===== config.mk =====
export PLATFORM = sky130hd
export DESIGN_NAME = ser_frame_tx
export DESIGN_NICKNAME = d
export VERILOG_FILES = /design/src/rtl/sertx_pkg.sv /design/src/rtl/tx_bit_timer.sv /design/src/rtl/tx_parity.sv /design/src/rtl/tx_frame_ctrl.sv /design/src/rtl/ser_frame_tx.sv
export SDC_FILE = /design/constraint.sdc
export NUM_CORES = 1
export LEC_CHECK = 0
export ABC_AREA = 1
export ABC_CLOCK_PERIOD_IN_PS = 2400
export BUFFER_PORTS_ARGS = -buffer_cell sky130_fd_sc_hd__buf_2
export CAP_MARGIN = 10
export CORE_ASPECT_RATIO = 0.7
export CORE_UTILIZATION = 28
export CTS_CLUSTER_SIZE = 16
export DETAILED_ROUTE_END_ITERATION = 8
export PLACE_DENSITY = 0.43
export SLEW_MARGIN = 40
export SYNTH_ARGS = -nofsm -noshare
export SYNTH_HDL_FRONTEND = slang
export SYNTH_SLANG_ARGS = --single-unit
export TNS_END_PERCENT = 10

===== constraint.sdc =====
create_clock -name clk -period 2.4 [get_ports clk]
set_input_delay 0.24 -clock clk [delete_from_list [all_inputs] [get_ports clk]]
set_output_delay 0.24 -clock clk [all_outputs]
set_load 0.005 [all_outputs]

===== src/rtl/sertx_pkg.sv =====
// Package: shared phase encoding for the serial transmitter.
// Assumes nothing; holds types only.
package sertx_pkg;

    // Frame phases, in the order the line visits them.
    typedef enum logic [2:0] {
        PH_IDLE  = 3'd0,
        PH_START = 3'd1,
        PH_DATA  = 3'd2,
        PH_PAR   = 3'd3,
        PH_STOP  = 3'd4
    } tx_phase_e;

endpackage


===== src/rtl/tx_bit_timer.sv =====
// Module: tick counter that marks the last oversample enable of a bit or stop period.
// Assumes limit only changes in the cycle the counter wraps or while clear is high.
module tx_bit_timer #(
    parameter int CNT_W = 5
) (
    input  logic             clk,
    input  logic             rst_n,
    input  logic             clear,
    input  logic             tick,
    input  logic [CNT_W-1:0] limit,
    output logic             at_last
);

    logic [CNT_W-1:0] cnt_q;

    // Count enables; wrap to zero at the limit; hold when idle.
    always_ff @(posedge clk) begin
        if (!rst_n) begin
            cnt_q <= '0;
        end else if (clear) begin
            cnt_q <= '0;
        end else if (tick) begin
            if (cnt_q == limit) begin
                cnt_q <= '0;
            end else begin
                cnt_q <= cnt_q + 1'b1;
            end
        end
    end

    // Flag the enable that closes the current period.
    always_comb begin
        at_last = tick && (cnt_q == limit);
    end

    // without an enable the count does not move
    a_r9_hold_without_tick: assert property (@(posedge clk) disable iff (!rst_n)
        (!tick && !clear) |=> $stable(cnt_q));

    // count never passes the period limit
    a_r6_count_in_range: assert property (@(posedge clk) disable iff (!rst_n)
        cnt_q <= limit);

endmodule


===== src/rtl/tx_parity.sv =====
// Module: parity of the low word-length bits of a word.
// Assumes the word length code follows the block's mapping (0: W-2, 1: W-1, else W bits).
module tx_parity #(
    parameter int DATA_W = 8
) (
    input  logic [DATA_W-1:0] data,
    input  logic [1:0]        wlen,
    input  logic              odd,
    output logic              par
);

    localparam int MIN_W = DATA_W - 2;

    int unsigned nbits;
    logic        acc;

    // Decode the word length code to a bit count.
    always_comb begin
        case (wlen)
            2'd0:    nbits = MIN_W;
            2'd1:    nbits = MIN_W + 1;
            default: nbits = DATA_W;
        endcase
    end

    // XOR only the bits that will be sent, then apply the sense.
    always_comb begin
        acc = 1'b0;
        for (int i = 0; i < DATA_W; i++) begin
            if (i < nbits) begin
                acc = acc ^ data[i];
            end
        end
        par = acc ^ odd;
    end

endmodule


===== src/rtl/tx_frame_ctrl.sv =====
// Module: frame sequencer. Captures word and format at acceptance, walks the
// start, data, parity and stop phases, and drives the line, busy and done.
// Assumes at_last comes from a timer cleared while idle and loaded with period_lim.
module tx_frame_ctrl
    import sertx_pkg::*;
#(
    parameter int DATA_W = 8,
    parameter int OVS    = 16,
    parameter int CNT_W  = 5
) (
    input  logic              clk,
    input  logic              rst_n,
    input  logic              start,
    input  logic [DATA_W-1:0] din,
    input  logic [1:0]        cfg_wlen,
    input  logic              cfg_par_en,
    input  logic              cfg_stop_half,
    input  logic              cfg_stop_two,
    input  logic              par_bit,
    input  logic              at_last,
    output logic              tmr_clear,
    output logic [CNT_W-1:0]  period_lim,
    output logic              txd,
    output logic              busy,
    output logic              done
);

    localparam int IDX_W = $clog2(DATA_W);
    localparam logic [CNT_W-1:0] LIM_BIT  = CNT_W'(OVS - 1);
    localparam logic [CNT_W-1:0] LIM_HALF = CNT_W'(OVS + OVS / 2 - 1);
    localparam logic [CNT_W-1:0] LIM_TWO  = CNT_W'(2 * OVS - 1);

    tx_phase_e         phase_q;
    logic [DATA_W-1:0] shreg_q;
    logic [IDX_W-1:0]  bitidx_q;
    logic [IDX_W-1:0]  lastidx_q;
    logic              par_en_q;
    logic              par_q;
    logic [1:0]        stop_sel_q;
    logic              done_q;
    logic [IDX_W-1:0]  lastidx_d;

    // Map the word length code to the index of the last data bit.
    always_comb begin
        case (cfg_wlen)
            2'd0:    lastidx_d = IDX_W'(DATA_W - 3);
            2'd1:    lastidx_d = IDX_W'(DATA_W - 2);
            default: lastidx_d = IDX_W'(DATA_W - 1);
        endcase
    end

    // Phase sequencing, capture at acceptance, and the done pulse.
    always_ff @(posedge clk) begin
        if (!rst_n) begin
            phase_q    <= PH_IDLE;
            shreg_q    <= '0;
            bitidx_q   <= '0;
            lastidx_q  <= '0;
            par_en_q   <= 1'b0;
            par_q      <= 1'b0;
            stop_sel_q <= 2'd0;
            done_q     <= 1'b0;
        end else begin
            done_q <= 1'b0;
            case (phase_q)
                PH_IDLE: begin
                    if (start) begin
                        shreg_q    <= din;
                        lastidx_q  <= lastidx_d;
                        par_en_q   <= cfg_par_en;
                        par_q      <= par_bit;
                        stop_sel_q <= {cfg_stop_two, cfg_stop_half};
                        bitidx_q   <= '0;
                        phase_q    <= PH_START;
                    end
                end
                PH_START: begin
                    if (at_last) begin
                        phase_q <= PH_DATA;
                    end
                end
                PH_DATA: begin
                    if (at_last) begin
                        shreg_q <= shreg_q >> 1;
                        if (bitidx_q == lastidx_q) begin
                            phase_q <= par_en_q ? PH_PAR : PH_STOP;
                        end else begin
                            bitidx_q <= bitidx_q + 1'b1;
                        end
                    end
                end
                PH_PAR: begin
                    if (at_last) begin
                        phase_q <= PH_STOP;
                    end
                end
                PH_STOP: begin
                    if (at_last) begin
                        phase_q <= PH_IDLE;
                        done_q  <= 1'b1;
                    end
                end
                default: phase_q <= PH_IDLE;
            endcase
        end
    end

    // Period length for the timer: one bit, or the chosen stop length.
    always_comb begin
        period_lim = LIM_BIT;
        if (phase_q == PH_STOP) begin
            if (stop_sel_q[1]) begin
                period_lim = LIM_TWO;
            end else if (stop_sel_q[0]) begin
                period_lim = LIM_HALF;
            end
        end
    end

    // Line level per phase; the timer rests while idle.
    always_comb begin
        case (phase_q)
            PH_START: txd = 1'b0;
            PH_DATA:  txd = shreg_q[0];
            PH_PAR:   txd = par_q;
            default:  txd = 1'b1;
        endcase
        tmr_clear = (phase_q == PH_IDLE);
        busy      = (phase_q != PH_IDLE);
        done      = done_q;
    end

    // an idle block holds the line high
    a_r1_idle_high: assert property (@(posedge clk) disable iff (!rst_n)
        !busy |-> txd);

    // the first busy cycle is the start bit
    a_r2_start_low: assert property (@(posedge clk) disable iff (!rst_n)
        $rose(busy) |-> !txd);

    // captured format stays fixed for the whole frame
    a_r7_format_held: assert property (@(posedge clk) disable iff (!rst_n)
        (busy && $past(busy)) |-> ($stable(stop_sel_q) && $stable(par_en_q)
                                    && $stable(par_q) && $stable(lastidx_q)));

    // done lasts one cycle
    a_r8_done_single: assert property (@(posedge clk) disable iff (!rst_n)
        done |=> !done);

    // done closes a frame that was in progress
    a_r8_done_ends_frame: assert property (@(posedge clk) disable iff (!rst_n)
        done |-> (!busy && $past(busy)));

endmodule


===== src/rtl/ser_frame_tx.sv =====
// Module: top of the configurable asynchronous serial transmitter.
// Assumes os_tick pulses OVS times per bit period and is synchronous to clk.
module ser_frame_tx #(
    parameter int DATA_W = 8,
    parameter int OVS    = 16
) (
    input  logic              clk,
    input  logic              rst_n,
    input  logic              os_tick,
    input  logic              start,
    input  logic [DATA_W-1:0] din,
    input  logic [1:0]        cfg_wlen,
    input  logic              cfg_par_en,
    input  logic              cfg_par_odd,
    input  logic [1:0]        cfg_stop,
    output logic              txd,
    output logic              busy,
    output logic              done
);

    localparam int CNT_W = $clog2(2 * OVS);

    logic             par_bit;
    logic             at_last;
    logic             tmr_clear;
    logic [CNT_W-1:0] period_lim;

    tx_parity #(.DATA_W(DATA_W)) u_par (
        .data (din),
        .wlen (cfg_wlen),
        .odd  (cfg_par_odd),
        .par  (par_bit)
    );

    tx_bit_timer #(.CNT_W(CNT_W)) u_tmr (
        .clk     (clk),
        .rst_n   (rst_n),
        .clear   (tmr_clear),
        .tick    (os_tick),
        .limit   (period_lim),
        .at_last (at_last)
    );

    tx_frame_ctrl #(.DATA_W(DATA_W), .OVS(OVS), .CNT_W(CNT_W)) u_ctrl (
        .clk           (clk),
        .rst_n         (rst_n),
        .start         (start),
        .din           (din),
        .cfg_wlen      (cfg_wlen),
        .cfg_par_en    (cfg_par_en),
        .cfg_stop_half (cfg_stop[0]),
        .cfg_stop_two  (cfg_stop[1]),
        .par_bit       (par_bit),
        .at_last       (at_last),
        .tmr_clear     (tmr_clear),
        .period_lim    (period_lim),
        .txd           (txd),
        .busy          (busy),
        .done          (done)
    );

endmodule


==> metrics.md, run 1 <==
| Metric | Value |
|---|---|
| Outcome | completed |
| Worst clock skew | 7.48 ps |
| Placed Cells incl. Taps | 296 |
| Worst setup slack after layout | 780 ps |
| Setup repair bufs after CTS | 0 |
| CTS clk-pin slew, worst paths | 100 ps |
| Register area share after synthesis | 35.2% |
| Number of buffers inserted by port buffering | 20 |
| Filler-free cell count of the finished design | 300 |
| Worst setup path startpoint | u_ctrl.phase_q[2] |
| Met1 Wirelength | 1940 µm |
| Worst ir drop on vdd | 0.233 mV |
| Most common library cell in the layout ignoring fill and taps | nand2_1 |
| Count of unresolved DRC violations after routing | 0 |
| Antenna violations before repair | 0 |
| Highest clock frequency the design can meet | 0.617 GHz |
| CP Launch Type | flop |
| Final clock period utilization by the worst path | 67.5% |
| Number of failing setup endpoints in the final timing report | 0 |
| Die span in y | 63.9 µm |
| Count of endpoints failing hold in the final timing report | 0 |
| Max H-tree Level | 1 |
| Detailed-route vias per instance | 4.27 |
| Worst min path class | in2reg |
| TritonCTS clock tree | done |
| Final-report max-slew violation count | 0 |
| Buffer depth of the longest clock path | 2 |
| Post-Synthesis Cell Area | 1530 µm² |
| Aggregate routed wire length | 3400 µm |
| Register bit total from synthesis | 27 |
| Number of clock sinks | 27 |
| Data arrival at the endpoint of the critical path | 1800 ps |
| Nets | 249 |
| Vias in the first global route | 1238 |
| Pre-CTS setup slack | 818 ps |
| Minimum setup slack among reg-to-reg paths | 780 ps |
| Critical Path RT | 2580 ps |
| Mean post-synth cell area | 7.37 µm² |
| Yosys warning total | 0 |
| Post-synthesis net count | 228 |
| Horizontal die dimension | 90.5 µm |
| Worst slew margin | 76.0% |
| Overall die area | 5780 µm² |
| WL/cell | 11.3 µm |
| Layout cells sized above 1 | 21.1% |
| Met2 WL | 1310 µm |
| Slew at the pin with the worst max-slew slack | 360 ps |
| Critical path peak fanout | 18 |
| Setup TNS after final layout | 0 ps |
| Start point of the worst min-delay path | cfg_wlen[0] |
| Top Layer Used | met4 |
| Detailed-route via count | 1282 |
| Global-route total usage across every layer | 13.0% |
| Layout Cell Area excl Fill | 1740 µm² |
| GP Congestion | 0.727 |
| First-pass detailed-route iteration total | 4 |
| First-pass GRT wire length | 5910 µm |
| Routed wire length on met3 | 116 µm |
| Effective utilization at floorplan | 29.2% |
| CTS root buffer | clkbuf_8 |
| R2r startpoint | u_ctrl.phase_q[2] |
| Post-detail-place hpwl | 2620 µm |
| Post-cts resize count | 0 |
| Number of inserted filler cells in the final layout | 581 |
| Area growth syn-to-layout | 13.6% |
| Post-place instance area | 1700 µm² |
| Initial detailed-routing violation count | 30 |
| Number of routed nets with antenna violations | 0 |
| Minimum period implied by the final worst setup slack | 1620 ps |
| Instance count of the mapped netlist | 208 |
| PD cells | 945 nW/µm² |
| TritonCTS buffer count | 3 |
| Crit. End Element | flop |
| Antenna diode count | 0 |
| Global-route congestion overflow total | 0 |
| Type of the worst setup path | reg2reg |
| Hold_buf cts | 0 |
| Max Cap Violations | 0 |
| Pin count of the biggest net entering global routing | 19 |
| Worst-case hold slack | 155 ps |
| Leak pwr | 0.740 nW |
| Leading cell types in the layout, fill and taps excluded | 41 x nand2_1, 27 x dfxtp_1, 24 x inv_1, 20 x buf_2, 18 x a21oi_1 |
| Setup repair after global routing missed its margin | false |
| Final Core Density | 33.2% |
| Core region area | 5260 µm² |
| Clock latency on the worst-skew pair | 280 ps |
| Total number of placement rows | 22 |
| Library cells used by synthesis | 32 |
| Post-route total power | 1.65 mW |
| Top-Level Pins | 21 |
-- logic make-up (layout without fill, tap and decap cells) --
kind of cell	after synthesis	after routing	synth area share (%)
AND/OR/NAND/NOR	89	89	30.3
XOR/XNOR	13	13	7.42
AO/OA/AOI/OAI	44	44	16.3
flip-flops	27	27	35.2
adder cells (fa/ha/maj)	2	2	1.63
buffers and inverters	33	53	9.14
-- critical path: stages, from the launching register on --
cell and delay, ps:
dfxtp_1 550, nor2_4 90, nand2_4 190, inv_4 90, nand2_2 120, nand2_2 90, or2_0 200, o21ai_1 130
nor2_1 60
-- Yosys cell counts --
| library cell | count | share of area, % |
|---|---|---|
| or2_0 | 1 | 0.41 |
| o21a_1 | 1 | 0.49 |
| nand2_4 | 3 | 2.2 |
| buf_6 | 1 | 0.73 |
| nand3_1 | 8 | 2.6 |
| clkbuf_1 | 2 | 0.49 |
| nor2_4 | 3 | 2.2 |
| nor2_1 | 14 | 3.4 |
| nand4_1 | 4 | 1.6 |
| nor2_2 | 3 | 1.2 |
| dfxtp_1 | 27 | 35 |
| nor3_1 | 1 | 0.33 |
| a31oi_1 | 2 | 0.82 |
| nand3b_4 | 1 | 1.3 |
| buf_4 | 1 | 0.49 |
| or2_1 | 1 | 0.41 |
| xor2_1 | 6 | 3.4 |
| nand2_1 | 41 | 10 |
| nand3_4 | 1 | 1.1 |
| o21ai_0 | 17 | 5.5 |
| nor3b_1 | 1 | 0.49 |
| a21oi_4 | 2 | 2.1 |
| inv_4 | 2 | 0.82 |
| inv_1 | 24 | 5.9 |
| ha_1 | 2 | 1.6 |
| or2_2 | 1 | 0.41 |
| inv_2 | 3 | 0.73 |
| o211ai_1 | 1 | 0.49 |
| xnor2_1 | 7 | 4.0 |
| o21ai_1 | 3 | 0.98 |
| nand2_2 | 6 | 2.4 |
| a21oi_1 | 18 | 5.9 |
-- layout make-up --
type / count / area, µm² / share of cell area, %
Multi-Input combinational cell: 148 / 853 / 49.0
Sequential cell: 27 / 541 / 31.0
Inverter: 29 / 114 / 6.53
Timing Repair Buffer: 20 / 100 / 5.74
Tap cell: 72 / 90.1 / 5.17
Clock buffer: 4 / 45.0 / 2.58
-- final timing paths --
path / endpoint / cells after the start
worst min-delay path: u_ctrl.lastidx_q[0] / 2
worst min register to register: u_ctrl.shreg_q[4] / 2
worst max-delay path: u_ctrl.phase_q[0] / 8
worst max register to register: u_ctrl.phase_q[0] / 8
-- flip-flops by register name, summed over array words and instances, names as in the netlist --
| signal | flops |
|---|---|
| u_ctrl.done | 1 |
| u_ctrl.lastidx_q | 3 |
| u_ctrl.shreg_q | 8 |
| u_ctrl.stop_sel_q | 2 |
| u_tmr.cnt_q | 5 |
| u_ctrl.phase_q | 3 |
| u_ctrl.bitidx_q | 3 |
| u_ctrl.par_en_q | 1 |
| u_ctrl.par_q | 1 |
-- metal layers --
metal  GRT usage, %  vias to the layer above
met5              0                        -
met4           3.63                        0
met3           3.33                        4
met2           18.4                       12
met1           19.0                      560
li1               -                      706
-- report_power, final --
part	internal (mW)	leakage [nW]	switching [mW]	total, mW
clock network	0.119	0.0228	0.148	0.267
logic	0.273	0.496	0.478	0.751
registers	0.553	0.221	0.0762	0.629
total	0.945	0.740	0.702	1.65
Note: power is estimated with default switching activity, not from simulation.
==> run 2, diff against run 1 <==
- ABC_CLOCK_PERIOD_IN_PS: 2400 -> 1300
- PLACE_DENSITY: 0.43 -> 0.44
- clock period: 2.4 -> 1.3 ns (I/O delays scaled with it)
==> run 2 against run 1 <==
  * Total power grew 120%
  * Routed wire length grew 5.7%
  * The flow now finishes with violations (negative setup slack)
  * Register-to-register slack lost 900 ps
  * Global-route usage grew 1.1 points
  * Design area grew 22%
  * Critical path depth shrank 2
==> metrics.md, run 2 (synthesis gave the netlist of run 1 again) <==
| Metric | Value |
|---|---|
| Post-detail-place hpwl | 2820 µm |
| CP Launch Type | flop |
| Cell type group with the largest total delay on the critical path | buffers and inverters |
| Type of the worst setup path | reg2out |
| TritonCTS clock tree | done |
| Aggregate routed wire length | 3600 µm |
| Minimum setup slack among reg-to-reg paths | -120 ps |
| Leak pwr | 0.951 nW |
| Final clock period utilization by the worst path | 114% |
| Detailed-route via count | 1434 |
| Effective utilization at floorplan | 29.2% |
| Area growth syn-to-layout | 38.4% |
| Number of buffers inserted by port buffering | 20 |
| Number of failing setup endpoints in the final timing report | 16 |
| Post-place instance area | 1980 µm² |
| Worst slew margin | 78.9% |
| Count of endpoints failing hold in the final timing report | 0 |
| Filler-free cell count of the finished design | 340 |
| Final Core Density | 40.4% |
| Most flop-heavy register | u_ctrl.shreg_q |
| Worst clock skew | 16.9 ps |
| Critical path peak fanout | 3 |
| Vias in the first global route | 1358 |
| Crit. End Element | output pin |
| CTS clk-pin slew, worst paths | 110 ps |
| Global-route congestion overflow total | 0 |
| Slowest Stage Delay on Critical Path | 360 ps |
| Setup TNS after final layout | -1480 ps |
| CP bufs+invs | 3 |
| Hold_buf cts | 0 |
| Detailed-route vias per instance | 4.22 |
| GP Congestion | 0.803 |
| Minimum period implied by the final worst setup slack | 1480 ps |
| Post-route total power | 3.64 mW |
| Total number of placement rows | 22 |
| Standard cell with the maximum stage delay on the critical path | dfxtp_2 |
| Nets | 289 |
| Horizontal die dimension | 90.5 µm |
| Highest clock frequency the design can meet | 0.675 GHz |
| Antenna violations before repair | 0 |
| CTS root buffer | clkbuf_8 |
| Violations in the final reports | negative setup slack |
| WL/cell | 10.6 µm |
| TritonCTS buffer count | 3 |
| Core region area | 5260 µm² |
| Pin count of the biggest net entering global routing | 17 |
| Final-report max-slew violation count | 0 |
| Flip-flop count of the largest register, all copies and words added | 8 |
| R2r startpoint | u_ctrl.phase_q[2] |
| Number of routed nets with antenna violations | 0 |
| End of the worst hold path | u_ctrl.lastidx_q[0] |
| Outcome | complete, but fails checks |
| Registers with the highest flip-flop counts | u_ctrl.shreg_q x8, u_tmr.cnt_q x5 |
| First-pass detailed-route iteration total | 4 |
| Buffer depth of the longest clock path | 2 |
| Max Cap Violations | 0 |
| First-pass GRT wire length | 6350 µm |
| Number of clock sinks | 27 |
| Initial detailed-routing violation count | 40 |
| Start point of the worst min-delay path | cfg_wlen[0] |
| Most common library cell in the layout ignoring fill and taps | nand2_1 |
| Global-route total usage across every layer | 14.0% |
| Count of unresolved DRC violations after routing | 0 |
| Max H-tree Level | 1 |
| Crit Reg-Reg Endpoint | u_ctrl.bitidx_q[1] |
| Cells along the critical path | buf_6 > nor2_4 > nand2_4 > buf_8 > o211ai_1 > buf_2 |
| Layout cells sized above 1 | 38.1% |
| Slew at the pin with the worst max-slew slack | 314 ps |
| Die span in y | 63.9 µm |
| Data arrival at the endpoint of the critical path | 1350 ps |
| Antenna diode count | 0 |
| Worst min path class | in2reg |
| Worst ir drop on vdd | 0.596 mV |
| Hold-critical path depth | 2 |
| PD cells | 1720 nW/µm² |
| Logic depth of the worst register-to-register path | 11 |
| Worst setup slack after layout | -182 ps |
| Critical Path RT | 1170 ps |
| Clock latency on the worst-skew pair | 290 ps |
| Layout Cell Area excl Fill | 2120 µm² |
| Leading cell types in the layout, fill and taps excluded | 39 x nand2_1, 36 x buf_4, 22 x dfxtp_1, 21 x inv_1, 19 x buf_2 |
| Placed Cells incl. Taps | 330 |
| Overall die area | 5780 µm² |
| Top-Level Pins | 21 |
| Setup repair after global routing missed its margin | true |
run 2: changes by cell type in the layout (fill, tap and decap cells not counted), moves of 2 or more:
cell and delta:
dfxtp_2 +5, buf_4 +36, inv_2 +2, nand2_1 -2, buf_6 +4, o21ai_0 -4
o21ai_1 +4, inv_1 -3, dfxtp_1 -5
run 2: routing by layer:
layer  vias up  GRT usage (%)  share of wire, %
li1        789              -                 -
met1       626           20.2                56
met2        16           20.3                40
met3         3           3.21               3.2
met4         0           4.84              0.53
met5         -              0                 0
run 2: metrics by stage:
step           worst slack [ps]  hold WS, ps
3_5_place_dp               -136          337
5_1_grt                    -237         44.5
6_report                   -182         41.6
4_1_cts                    -153         33.4
3_3_place_gp               -204          338
2_1_floorplan             -28.4          230
run 2: final cells by class:
type | count | area, µm²
timing repair buffer | 60 | 425
multi-input combinational | 148 | 898
tap | 72 | 90.1
clock buffer | 3 | 41.3
inverter | 29 | 116
sequential | 27 | 547
fill | 547 | 3130
clock inverter | 1 | 5.00
run 2: worst max path at each step:
stage | end | slack [ps] | from | depth (start not counted)
floorplan | u_ctrl.bitidx_q[1] | -30 | u_tmr.cnt_q[1] | 9
global placement | u_ctrl.bitidx_q[2] | -200 | u_tmr.cnt_q[3] | 7
detailed placement | u_ctrl.bitidx_q[2] | -140 | u_ctrl.stop_sel_q[0] | 8
CTS | txd | -150 | u_ctrl.phase_q[2] | 6
global route | u_ctrl.bitidx_q[1] | -240 | u_ctrl.phase_q[2] | 11
finish | txd | -180 | u_ctrl.phase_q[2] | 6
run 2: worst reg2reg max path, stage by stage, from the launching register on:
cell,delay (ps)
dfxtp_2,370
buf_4,110
inv_2,40
nor2_4,100
nand2_2,70
nand2_4,70
nand3_4,100
a21oi_4,210
nand2_2,90
nand2_1,60
nand2_1,60
nor2_2,60
run 2: power by group:
group,switching [mW],internal (mW)
registers,0.109,1.03
logic,1.05,0.948
clock network,0.291,0.216
total,1.45,2.19
run 2: what timing repair did:
action / CTS / global route
pin swaps: 7 / 2
gates resized for setup: 17 / 5
endpoints found under the hold margin: 0 / 0
setup buffers: 5 / 1
setup endpoints to repair: 25 / 22
cloned: 0 / 0
==> run 3, diff against run 2 <==
- RECOVER_POWER: default -> 25
==> run 3 against run 2 <==
  * The run still ends with negative setup slack left
  * Clock power barely moved
  * Via count did not move
  * Setup slack did not move
  * Utilization barely moved
  * Clock skew did not move
  * Die area did not move
  * Sequential power barely moved
  * Critical path depth did not move
  * Design area barely moved
  * Cell count did not move
  * First-iteration DRC count did not move
  * Fmax did not move
  * Critical endpoint unchanged
  * Largest cell class unchanged
==> metrics.md, run 3 (synthesis gave the netlist of run 1 again) <==
| Metric | Value |
|---|---|
| Layout cells sized above 1 | 37.7% |
| Violations in the final reports | negative setup slack |
| Worst ir drop on vdd | 0.596 mV |
| Type of the worst setup path | reg2out |
| TritonCTS clock tree | done |
| Switch share | 39.8% |
| Minimum period implied by the final worst setup slack | 1480 ps |
| Leading cell types in the layout, fill and taps excluded | 39 x nand2_1, 36 x buf_4, 22 x dfxtp_1, 21 x inv_1 |
| Detailed-route vias per instance | 4.22 |
| CTS clk-pin slew, worst paths | 110 ps |
| Max H-tree Level | 1 |
| Critical Path RT | 1170 ps |
| Number of failing setup endpoints in the final timing report | 16 |
| Setup repair after global routing missed its margin | true |
| CTS root buffer | clkbuf_8 |
| Nets | 289 |
| Count of unresolved DRC violations after routing | 0 |
| Horizontal die dimension | 90.5 µm |
| Worst min path class | in2reg |
| Outcome | complete, but fails checks |
| Share of power burned in registers | 31.3% |
| Standard cell with the maximum stage delay on the critical path | dfxtp_2 |
| First-pass detailed-route iteration total | 4 |
| PD cells | 1720 nW/µm² |
| GP Congestion | 0.803 |
| Most flop-heavy register | u_ctrl.shreg_q |
| Count of endpoints failing hold in the final timing report | 0 |
| Cell Int Power | 2.19 mW |
| Clk pwr share | 13.9% |
| Hold_buf cts | 0 |
| Aggregate routed wire length | 3600 µm |
| Worst slew margin | 78.9% |
| Pre-CTS setup slack | -136 ps |
| Worst setup slack after layout | -182 ps |
| Vias in the first global route | 1358 |
| Initial detailed-routing violation count | 40 |
| Overall die area | 5780 µm² |
| Met1 usage in global routing | 20.2% |
| Antenna violations before repair | 0 |
| CP Launch Type | flop |
| Global-route congestion overflow total | 0 |
| Detailed-route via count | 1434 |
| Most common library cell in the layout ignoring fill and taps | nand2_1 |
| Register area | 547 µm² |
| Met2 routing resource usage after global routing | 20.3% |
| Core region area | 5260 µm² |
| Slowest Stage Delay on Critical Path | 360 ps |
| First-pass GRT wire length | 6350 µm |
| Placed Cells incl. Taps | 330 |
| Worst clock skew | 16.9 ps |
| Top-Level Pins | 21 |
| Filler-free cell count of the finished design | 340 |
| TritonCTS buffer count | 3 |
| Flip-flop count of the largest register, all copies and words added | 8 |
| Global-route total usage across every layer | 14.0% |
| Effective utilization at floorplan | 29.2% |
| Buffer depth of the longest clock path | 2 |
| Number of routed nets with antenna violations | 0 |
| Crit. End Element | output pin |
| Cells along the critical path | buf_6 > nor2_4 > nand2_4 > buf_8 > o211ai_1 > buf_2 |
| Clock latency on the worst-skew pair | 290 ps |
| Met3 usage | 3.21% |
| Area growth syn-to-layout | 38.3% |
| Data arrival at the endpoint of the critical path | 1350 ps |
| Number of clock sinks | 27 |
| Antenna diode count | 0 |
| Final clock period utilization by the worst path | 114% |
| WL/cell | 10.6 µm |
| Combinational group share of total power | 54.8% |
| Number of inserted filler cells in the final layout | 548 |
| Total number of placement rows | 22 |
| Final-report max-slew violation count | 0 |
| Highest clock frequency the design can meet | 0.675 GHz |
| Leak pwr | 0.947 nW |
| Layout Cell Area excl Fill | 2120 µm² |
| Max Cap Violations | 0 |
| Post-detail-place hpwl | 2820 µm |
| Number of buffers inserted by port buffering | 20 |
| Registers with the highest flip-flop counts | u_ctrl.shreg_q x8, u_tmr.cnt_q x5 |
| Most crowded layer after global routing | met2 |
| Critical path peak fanout | 3 |
| Power dissipated by switching net loads | 1.45 mW |
| Pin count of the biggest net entering global routing | 17 |
| Area of the multi-input gates | 898 µm² |
| Post-place instance area | 1980 µm² |
| Slew at the pin with the worst max-slew slack | 314 ps |
| Die span in y | 63.9 µm |
==> run 3: through the flow <==
stage	util, %	hold WS [ps]	setup TNS (ps)	total power [mW]
detailed placement	37.7	337	-1500	2.93
global route	40.4	44.5	-3310	3.97
global placement	37.7	338	-2800	2.95
floorplan	-	230	-167	2.29
finish	40.4	41.6	-1480	3.64
CTS	39.9	33.4	-1380	3.65
==> run 3: final timing paths <==
check,from,endpoint,slack (ps),depth (start not counted)
max,u_ctrl.phase_q[2],txd,-180,6
max reg2reg,u_ctrl.phase_q[2],u_ctrl.bitidx_q[1],-120,11
min,cfg_wlen[0],u_ctrl.lastidx_q[0],40,2
min reg2reg,u_ctrl.shreg_q[4],u_ctrl.shreg_q[4],450,2
==> run 3: critical path, delay by kind of cell (launching register included) <==
family          cells  cell delay (ps)
simple gates        2              180
flops               1              360
buf+inv             3              380
compound gates      1              140
==> run 3: cell type report <==
type,instances,share of cell area [%]
clock buffer,3,1.95
timing repair buffer,60,20.0
clock inverter,1,0.236
multi-input combinational,148,42.3
tap,72,4.25
sequential,27,25.8
inverter,29,5.48
==> run 3: per-layer routing <==
metal	up-vias	wire length [µm]
met5	-	0
met4	0	19
met3	3	114
met2	16	1440
met1	626	2030
li1	789	-
==> run 3: what timing repair did <==
action,in CTS,in global routing
pin swaps,7,2
setup endpoints to repair,25,22
endpoints found under the hold margin,0,0
buffers inserted,5,1
resized for setup,17,5
==> run 3: power by group through the flow <==
stage                     registers [mW]  clock network, mW  logic, mW
after global placement              1.15                  0       1.81
after detailed placement            1.15                  0       1.78
after global routing                1.16              0.569       2.24
after floorplan                     1.14                  0       1.16
after CTS                           1.13              0.535       1.98
final                               1.14              0.507       2.00
